==> src/rtl/ifseq_pkg.sv <==
package ifseq_pkg;

  localparam int unsigned NUM_PHASES = 4;
  localparam int unsigned PHASE_W    = $clog2(NUM_PHASES);

  typedef enum logic [PHASE_W-1:0] {
    PH_T1 = 2'd0,
    PH_T2 = 2'd1,
    PH_T3 = 2'd2,
    PH_T4 = 2'd3
  } phase_e;

endpackage

==> src/rtl/ifseq_rst_sync.sv <==
module ifseq_rst_sync #(
  parameter int unsigned STAGES = 2
) (
  input  logic clk_i,
  input  logic rst_ni,
  output logic rst_no
);

  logic [STAGES-1:0] sync_q;
  logic [STAGES-1:0] sync_d;

  generate
    if (STAGES == 1) begin : g_single
      assign sync_d = 1'b1;
    end else begin : g_chain
      assign sync_d = {sync_q[STAGES-2:0], 1'b1};
    end
  endgenerate

  always_ff @(posedge clk_i or negedge rst_ni) begin
    if (!rst_ni) begin
      sync_q <= '0;
    end else begin
      sync_q <= sync_d;
    end
  end

  assign rst_no = sync_q[STAGES-1];

endmodule

==> src/rtl/ifseq_phase_gen.sv <==
module ifseq_phase_gen
  import ifseq_pkg::*;
(
  input  logic                  clk_i,
  input  logic                  rst_ni,
  output logic [NUM_PHASES-1:0] strobe_o,
  output logic                  last_o
);

  phase_e phase_q;
  phase_e phase_d;

  always_comb begin
    unique case (phase_q)
      PH_T1:   phase_d = PH_T2;
      PH_T2:   phase_d = PH_T3;
      PH_T3:   phase_d = PH_T4;
      default: phase_d = PH_T1;
    endcase
  end

  always_ff @(posedge clk_i or negedge rst_ni) begin
    if (!rst_ni) begin
      phase_q <= PH_T1;
    end else begin
      phase_q <= phase_d;
    end
  end

  generate
    for (genvar i = 0; i < NUM_PHASES; i++) begin : g_strobe
      assign strobe_o[i] = (phase_q == PHASE_W'(i));
    end
  endgenerate

  assign last_o = strobe_o[NUM_PHASES-1];

  // exactly one strobe active
  a_r1_onehot: assert property (@(posedge clk_i) disable iff (!rst_ni)
    $countones(strobe_o) == 1);

  // T4 wraps to T1
  a_r1_wrap: assert property (@(posedge clk_i) disable iff (!rst_ni)
    strobe_o[NUM_PHASES-1] |=> strobe_o[0]);

  // T1 is followed by T2
  a_r1_step: assert property (@(posedge clk_i) disable iff (!rst_ni)
    strobe_o[0] |=> strobe_o[1]);

endmodule

==> src/rtl/ifseq_flush_ctl.sv <==
module ifseq_flush_ctl (
  input  logic clk_i,
  input  logic rst_ni,
  input  logic adv_i,
  input  logic xfer_i,
  input  logic skip_i,
  output logic bubble_o,
  output logic squash_o
);

  logic bubble_q;
  logic bubble_d;
  logic redirect;

  // A bubble cannot redirect: its flags are ignored.
  assign redirect = !bubble_q && (xfer_i || skip_i);

  always_comb begin
    bubble_d = bubble_q;
    if (adv_i) begin
      bubble_d = redirect;
    end
  end

  always_ff @(posedge clk_i or negedge rst_ni) begin
    if (!rst_ni) begin
      bubble_q <= 1'b1;
    end else begin
      bubble_q <= bubble_d;
    end
  end

  assign bubble_o = bubble_q;
  assign squash_o = adv_i && redirect;

  // a redirect at T4 of a real instruction makes the next cycle a bubble
  a_r5_redirect_bubble: assert property (@(posedge clk_i) disable iff (!rst_ni)
    (adv_i && !bubble_q && (xfer_i || skip_i)) |=> bubble_q);

  // bubbles never chain
  a_r9_no_chain: assert property (@(posedge clk_i) disable iff (!rst_ni)
    (adv_i && bubble_q) |=> !bubble_q);

  // state changes only at the cycle boundary
  a_r8_hold: assert property (@(posedge clk_i) disable iff (!rst_ni)
    !adv_i |=> $stable(bubble_q));

endmodule

==> src/rtl/ifseq_ir_stage.sv <==
module ifseq_ir_stage #(
  parameter int unsigned    IW       = 14,
  parameter logic [IW-1:0]  NOP_WORD = '0
) (
  input  logic          clk_i,
  input  logic          rst_ni,
  input  logic          load_i,
  input  logic          squash_i,
  input  logic [IW-1:0] word_i,
  output logic [IW-1:0] ir_o
);

  logic [IW-1:0] ir_q;
  logic [IW-1:0] ir_d;

  always_comb begin
    ir_d = ir_q;
    if (load_i) begin
      ir_d = squash_i ? NOP_WORD : word_i;
    end
  end

  always_ff @(posedge clk_i or negedge rst_ni) begin
    if (!rst_ni) begin
      ir_q <= NOP_WORD;
    end else begin
      ir_q <= ir_d;
    end
  end

  assign ir_o = ir_q;

  // word held for the whole instruction cycle
  a_r3_ir_hold: assert property (@(posedge clk_i) disable iff (!rst_ni)
    !load_i |=> $stable(ir_q));

  // a squashed fetch becomes a no-op
  a_r5_squash_nop: assert property (@(posedge clk_i) disable iff (!rst_ni)
    (load_i && squash_i) |=> (ir_q == NOP_WORD));

endmodule

==> src/rtl/ifetch_sequencer.sv <==
module ifetch_sequencer
  import ifseq_pkg::*;
#(
  parameter int unsigned   IW          = 14,
  parameter logic [IW-1:0] NOP_WORD    = '0,
  parameter int unsigned   RST_STAGES  = 2
) (
  input  logic                  clk_i,
  input  logic                  rst_ni,
  input  logic [IW-1:0]         instr_i,
  input  logic                  xfer_taken_i,
  input  logic                  skip_taken_i,
  output logic [NUM_PHASES-1:0] phase_o,
  output logic                  fetch_stb_o,
  output logic [IW-1:0]         ir_o,
  output logic                  bubble_o,
  output logic                  commit_o
);

  logic rst_sync_n;
  logic cycle_end;
  logic squash;

  ifseq_rst_sync #(
    .STAGES (RST_STAGES)
  ) u_rst_sync (
    .clk_i  (clk_i),
    .rst_ni (rst_ni),
    .rst_no (rst_sync_n)
  );

  ifseq_phase_gen u_phase (
    .clk_i    (clk_i),
    .rst_ni   (rst_sync_n),
    .strobe_o (phase_o),
    .last_o   (cycle_end)
  );

  ifseq_flush_ctl u_flush (
    .clk_i    (clk_i),
    .rst_ni   (rst_sync_n),
    .adv_i    (cycle_end),
    .xfer_i   (xfer_taken_i),
    .skip_i   (skip_taken_i),
    .bubble_o (bubble_o),
    .squash_o (squash)
  );

  ifseq_ir_stage #(
    .IW       (IW),
    .NOP_WORD (NOP_WORD)
  ) u_ir (
    .clk_i    (clk_i),
    .rst_ni   (rst_sync_n),
    .load_i   (cycle_end),
    .squash_i (squash),
    .word_i   (instr_i),
    .ir_o     (ir_o)
  );

  assign fetch_stb_o = cycle_end;
  assign commit_o    = cycle_end && !bubble_o;

  // a bubble never commits
  a_r10_no_commit_in_bubble: assert property (@(posedge clk_i) disable iff (!rst_sync_n)
    bubble_o |-> !commit_o);

endmodule

==> config.mk <==
export PLATFORM = sky130hd
export DESIGN_NAME = ifetch_sequencer
export DESIGN_NICKNAME = d
export VERILOG_FILES = /design/src/rtl/ifseq_pkg.sv /design/src/rtl/ifseq_rst_sync.sv /design/src/rtl/ifseq_phase_gen.sv /design/src/rtl/ifseq_flush_ctl.sv /design/src/rtl/ifseq_ir_stage.sv /design/src/rtl/ifetch_sequencer.sv
export SDC_FILE = /design/constraint.sdc
export NUM_CORES = 1
export LEC_CHECK = 0
export BUFFER_PORTS_ARGS = -buffer_cell sky130_fd_sc_hd__buf_2
export CAP_MARGIN = 20
export CORE_ASPECT_RATIO = 1.75
export CORE_MARGIN = 3
export CORE_UTILIZATION = 37
export DETAILED_ROUTE_END_ITERATION = 16
export GPL_TIMING_DRIVEN = 0
export PLACE_DENSITY = 0.63
export SLEW_MARGIN = 20
export SYNTH_ARGS = -nofsm -noshare
export SYNTH_HDL_FRONTEND = slang
export SYNTH_SLANG_ARGS = --single-unit
==> constraint.sdc <==
create_clock -name clk_i -period 1.5 [get_ports clk_i]
set_input_delay 0.3 -clock clk_i [delete_from_list [all_inputs] [get_ports clk_i]]
set_output_delay 0.3 -clock clk_i [all_outputs]
set_load 0.01 [all_outputs]
== Word-level counts from Yosys, hierarchy flattened ==
Index checks and enable logic that the tools add are counted.
Widths: inputs -> output; s select.

* Flip-flop bits (word level): 19
* Input port bits: 18
* Output and inout port bits: 21
* Logic and storage cells: 15

* Equality and inequality tests: 3
* Mux-type cells: 2
* Reductions and logical operators: 6

{| class="wikitable"
|+ Operators with widths
! operator !! number
|-
| $mux 14 || 1
|-
| $pmux 2 s3 || 1
|-
| $eq 2x2->1 const B || 2
|-
| $logic_and 1x1->1 || 3
|-
| $eq 2x1->1 const B || 1
|-
| $logic_not 2->1 || 1
|-
| $logic_not 1->1 || 1
|-
| $logic_or 1x1->1 || 1
|}

== Depth between registers and ports, before layout ==
* Word-level depth: 4
* Depth in mapped cells: 4
* Depth with buffers taken out: 4

== Modules after synthesis ==
A second synthesis with hierarchy kept.

* Cell total of the unflattened synthesis: 81
* Area, all modules: 970.9 sq um

{| class="wikitable"
|+ Modules (own cells, without submodules)
! module !! times used !! cells each !! area each (sq um) !! seq. area each (sq um)
|-
| ifseq_ir_stage || 1 || 60 || 709.4 || 350.3
|-
| ifseq_phase_gen || 1 || 11 || 137.6 || 50.0
|-
| ifseq_flush_ctl || 1 || 6 || 56.3 || 26.3
|-
| ifseq_rst_sync || 1 || 3 || 53.8 || 50.0
|-
| ifetch_sequencer || 1 || 1 || 13.8 || 0.0
|}

== Worst setup path before layout ==
OpenSTA, ideal clock, no wires.

* Path kind: register to output
* Start point: register u_phase.phase_q[0]
* End point: output commit_o
* Data arrival time: 1076 ps
* Required time: 1200 ps
* Path slack: 124 ps
* Cell stages (with the launch flop): 4
* Path buffers: 1
* Path through: dfrtp_1 > ha_1 > buf_2 > nor2b_1

* Longest elaborated chain between the ends: 2

{| class="wikitable"
|+ Ends and longest elaborated chain
! item !! line !! text
|-
| start: declaration || ifseq_phase_gen.sv:10 || <nowiki>phase_e phase_q;</nowiki>
|-
| start signal: assignment || ifseq_phase_gen.sv:26 || <nowiki>phase_q <= phase_d;</nowiki>
|-
| $eq 2x2->1 || ifseq_phase_gen.sv:32 || <nowiki>assign strobe_o[i] = (phase_q == PHASE_W'(i));</nowiki>
|-
| net fetch_stb_o || ifetch_sequencer.sv:14 || <nowiki>output logic fetch_stb_o,</nowiki>
|-
| $logic_and 1x1->1 || ifetch_sequencer.sv:62 || <nowiki>assign commit_o = cycle_end && !bubble_o;</nowiki>
|-
| end: declaration || ifetch_sequencer.sv:17 || <nowiki>output logic commit_o</nowiki>
|}

The timed path passes the listed nets, and every way through them passes these cells.

== Worst setup path in the final report ==
* Start point: register u_phase.phase_q[0]
* End point: output commit_o

* Longest elaborated chain between the ends: 2

{| class="wikitable"
|+ Ends and longest elaborated chain
! item !! line
|-
| $eq 2x2->1 || ifseq_phase_gen.sv:32
|-
| $logic_and 1x1->1 || ifetch_sequencer.sv:62
|}

No other way between the ends.

==> summary.txt <==
Critical path
  • Reg-to-Reg Start: u_phase.phase_q[0]
  • Crit-path max FO: 5
  • Setup crit end kind: primary output
  • Crit path from: u_phase.phase_q[0]
  • Setup crit start kind: register
  • Worst endpoint required time: roughly 1200 ps
  • CP Class: reg2out
  • Arrival @ worst endpoint: 1280 ps

Routing
  • DRT iter0 DRCs: 6
  • Wire length per cell: approximately 13 um
  • Via count: about 690
  • Number of remaining DRC errors: 0
  • Vias per cell: about 4.6
  • TritonRoute pass-1 iters: 4
  • Final WL: roughly 2000 um
  • Post-DRT Antenna Nets: 0

Timing
  • Final slew viol count: 0
  • Hold WS: between 200 and 250 ps
  • Worst setup slack after layout: -80.9 ps
  • RSZ-0062 raised after global routing: yes
  • Final hold vios: 0
  • Final period utilization: 1.05
  • Minimum clock period: about 1600 ps
  • Setup Skew: around 6.5 ps
  • Max-slew headroom: 0.563
  • Setup Viol. Count Final: 1
  • Slew at the pin with the worst max-slew slack: 655 ps
  • Max Fclk: approximately 630 MHz

Global route
  • Met3 global-route usage: 0.0305
  • Largest net degree at the start of global routing: 18
  • Most Used Layer, Global Route: met2
  • Initial antenna violation count: 0
  • First-pass GRT wire length: between 3000 and 4000 um
  • Global Route Usage Sum: 0.129
  • GRT overflow: 0
  • M1 GR Usage: 0.144
  • Vias in the first global route: between 700 and 800
  • M2 GR Usage: 0.229

Synthesis
  • Synth top area share: 0.507
  • Netlist Area Pre-Place: 888 um^2
  • Number of synthesized register bits: 19
  • Top cell type by total area after synthesis: dfrtp_1
  • Sequential share of the synthesized area: 0.537
  • Main area contributors after synthesis: dfrtp_1 (51%), o22ai_2 (14%), ha_1 (7.0%), inv_1 (6.8%), nand2_1 (5.9%)
  • Synth warnings: 0
  • Distinct cells, synth: 15
  • Syn nets: 102
  • Post-synthesis cell count: between 70 and 80
  • Syn Area/Cell: 11.2 um^2

Power
  • Switching Power: 0.255 mW
  • Clock Power Share: 0.248
  • Sw frac: 0.254
  • Maximum vdd drop: slightly below 0.0006 V
  • Leakage: about 0.64 nW
  • Comb power frac: 0.173
  • Pint: 0.748 mW
  • Sequential share of power: 0.579
  • Power Density: between 700 and 800 nW/um^2

Floorplanning
  • Ports: 39
  • Die Ht: ~71 um
  • Die ar.: a little over 3000 um^2
  • Die W: between 40 and 50 um
  • Core Region: about 2200 um^2
  • Row count: 22
  • Starting Density: 0.403

Placement
  • Final GP Congestion: 0.706
  • Buffers on Ports: 38
  • Hpwl dp: 1400 um
  • DP Area: 1110 um^2

Clock tree
  • Root Buffer: clkbuf_4
  • Clock transition at path regs: about 110 ps
  • Buffers from clock root to sink, at most: 2
  • Total CTS buffers: 3
  • Clock tree sinks: 19
  • Clk Latency, worst-skew pair: roughly 290 ps
  • H-tree depth: 1
  • TritonCTS clock tree: built

Cells and area
  • Nets: roughly 150
  • Share of layout cells above drive strength 1: 0.552
  • Final Cell Area: 1280 um^2
  • Synth-to-Final Area Change: 44.1%
  • ANT cells: 0

Status
  • Failing checks: setup timing
  • Status: complete, but fails checks

Hold path
  • Hold Path Origin: instr_i[4]
  • Hold crit path type: in2reg

Run
  • Number of max-cap violations: 0
## flip-flops by register name, indices dropped and copies added, names as in the netlist
signal and flops:
u_ir.ir_o 14, u_phase.phase_q 2, u_rst_sync.sync_q 2, u_flush.bubble_o 1
## synth_stat cells
cell type / instances
dfrtp_1: 18
inv_1: 16
nand2_1: 14
o22ai_2: 10
ha_1: 5
o22ai_1: 4
buf_2: 3
nor2_1: 2
buf_4: 1
buf_8: 1
conb_1: 1
dfstp_2: 1
mux2_4: 1
nor2b_1: 1
o21ba_4: 1
## worst max-delay path: stages, from the launching register on
cell and delay, ps:
dfrtp_1 450, ha_4 200, buf_6 120, nor2b_4 120, buf_6 110
## metrics by stage
| step | cells | setup TNS, ps | worst slack (ps) | utilization | power (mW) |
|---|---|---|---|---|---|
| after floorplan | 79 | 0 | 124 | - | 0.689 |
| final | 149 | -80.9 | -80.9 | 0.581 | 1.00 |
| after detailed placement | 141 | 0 | 12.5 | 0.503 | 0.764 |
| after CTS | 149 | -176 | -66.5 | 0.539 | 1.01 |
| after global routing | 149 | -204 | -117 | 0.581 | 1.05 |
| after global placement | 141 | 0 | 75.9 | 0.503 | 0.758 |
## per-layer routing
| layer | part of all wire | wire length, um |
|---|---|---|
| met3 | 0.068 | 136 |
| met1 | 0.36 | 724 |
| met2 | 0.55 | 1110 |
| met4 | 0.018 | 37 |
| met5 | 0 | 0 |
## what timing repair did
item,4_1_cts,5_1_grt
hold buffers,1,0
pin swaps,1,4
setup buffers,3,0
setup endpoints to repair,2,5
gates resized for setup,4,20
endpoints found under the hold margin,2,0
## area by class of cell
| cell class | instances | area (um^2) |
|---|---|---|
| inverter | 16 | 70.1 |
| buffer | 5 | 43.8 |
| tap | 24 | 30.0 |
| fill | 206 | 922 |
| sequential | 19 | 477 |
| multi-input combinational | 39 | 372 |
| timing repair buffer | 42 | 262 |
| clock buffer | 4 | 26.3 |
## cells by family (layout without fill, tap and decap cells)
kind of cell,Yosys count,in the layout,share of synthesized area
AO/OA/AOI/OAI,15,15,0.187
adder cells (fa/ha/maj),5,5,0.0704
buffers and inverters,21,67,0.110
flip-flops,19,19,0.537
multiplexers,1,1,0.0169
other,1,1,0.00422
AND/OR/NAND/NOR,17,17,0.0747
## power groups by stage
| stage | registers, mW | logic, mW | clock network [mW] |
|---|---|---|---|
| finish | 0.581 | 0.173 | 0.249 |
| global route | 0.589 | 0.188 | 0.269 |
| CTS | 0.581 | 0.175 | 0.252 |
| detailed placement | 0.591 | 0.173 | 0 |
| global placement | 0.589 | 0.169 | 0 |
| floorplan | 0.606 | 0.0834 | 0 |
## layout by cell type (no fill, tap or decap), drive strengths merged
| cell | count |
|---|---|
| nand2 | 14 |
| dfstp | 1 |
| dlygate4sd3 | 1 |
| inv | 16 |
| dfrtp | 18 |
| ha | 5 |
| conb | 1 |
| clkbuf | 4 |
| mux2 | 1 |
| nor2b | 1 |
| o22ai | 14 |
| o21ba | 1 |
| nor2 | 2 |
| buf | 46 |
## path summary, 6_finish.rpt
path / to / slack (ps) / cells after the start
max reg2reg: u_flush.bubble_o / 210 / 4
min reg2reg: u_ir.ir_o[8] / 270 / 0
min: u_ir.ir_o[4] / 240 / 3
max: commit_o / -80 / 4
max in group asynchronous: u_ir.ir_o[12] / 810 / 0
min in group asynchronous: u_ir.ir_o[8] / 270 / 0
(Power assumes the default switching activity.)
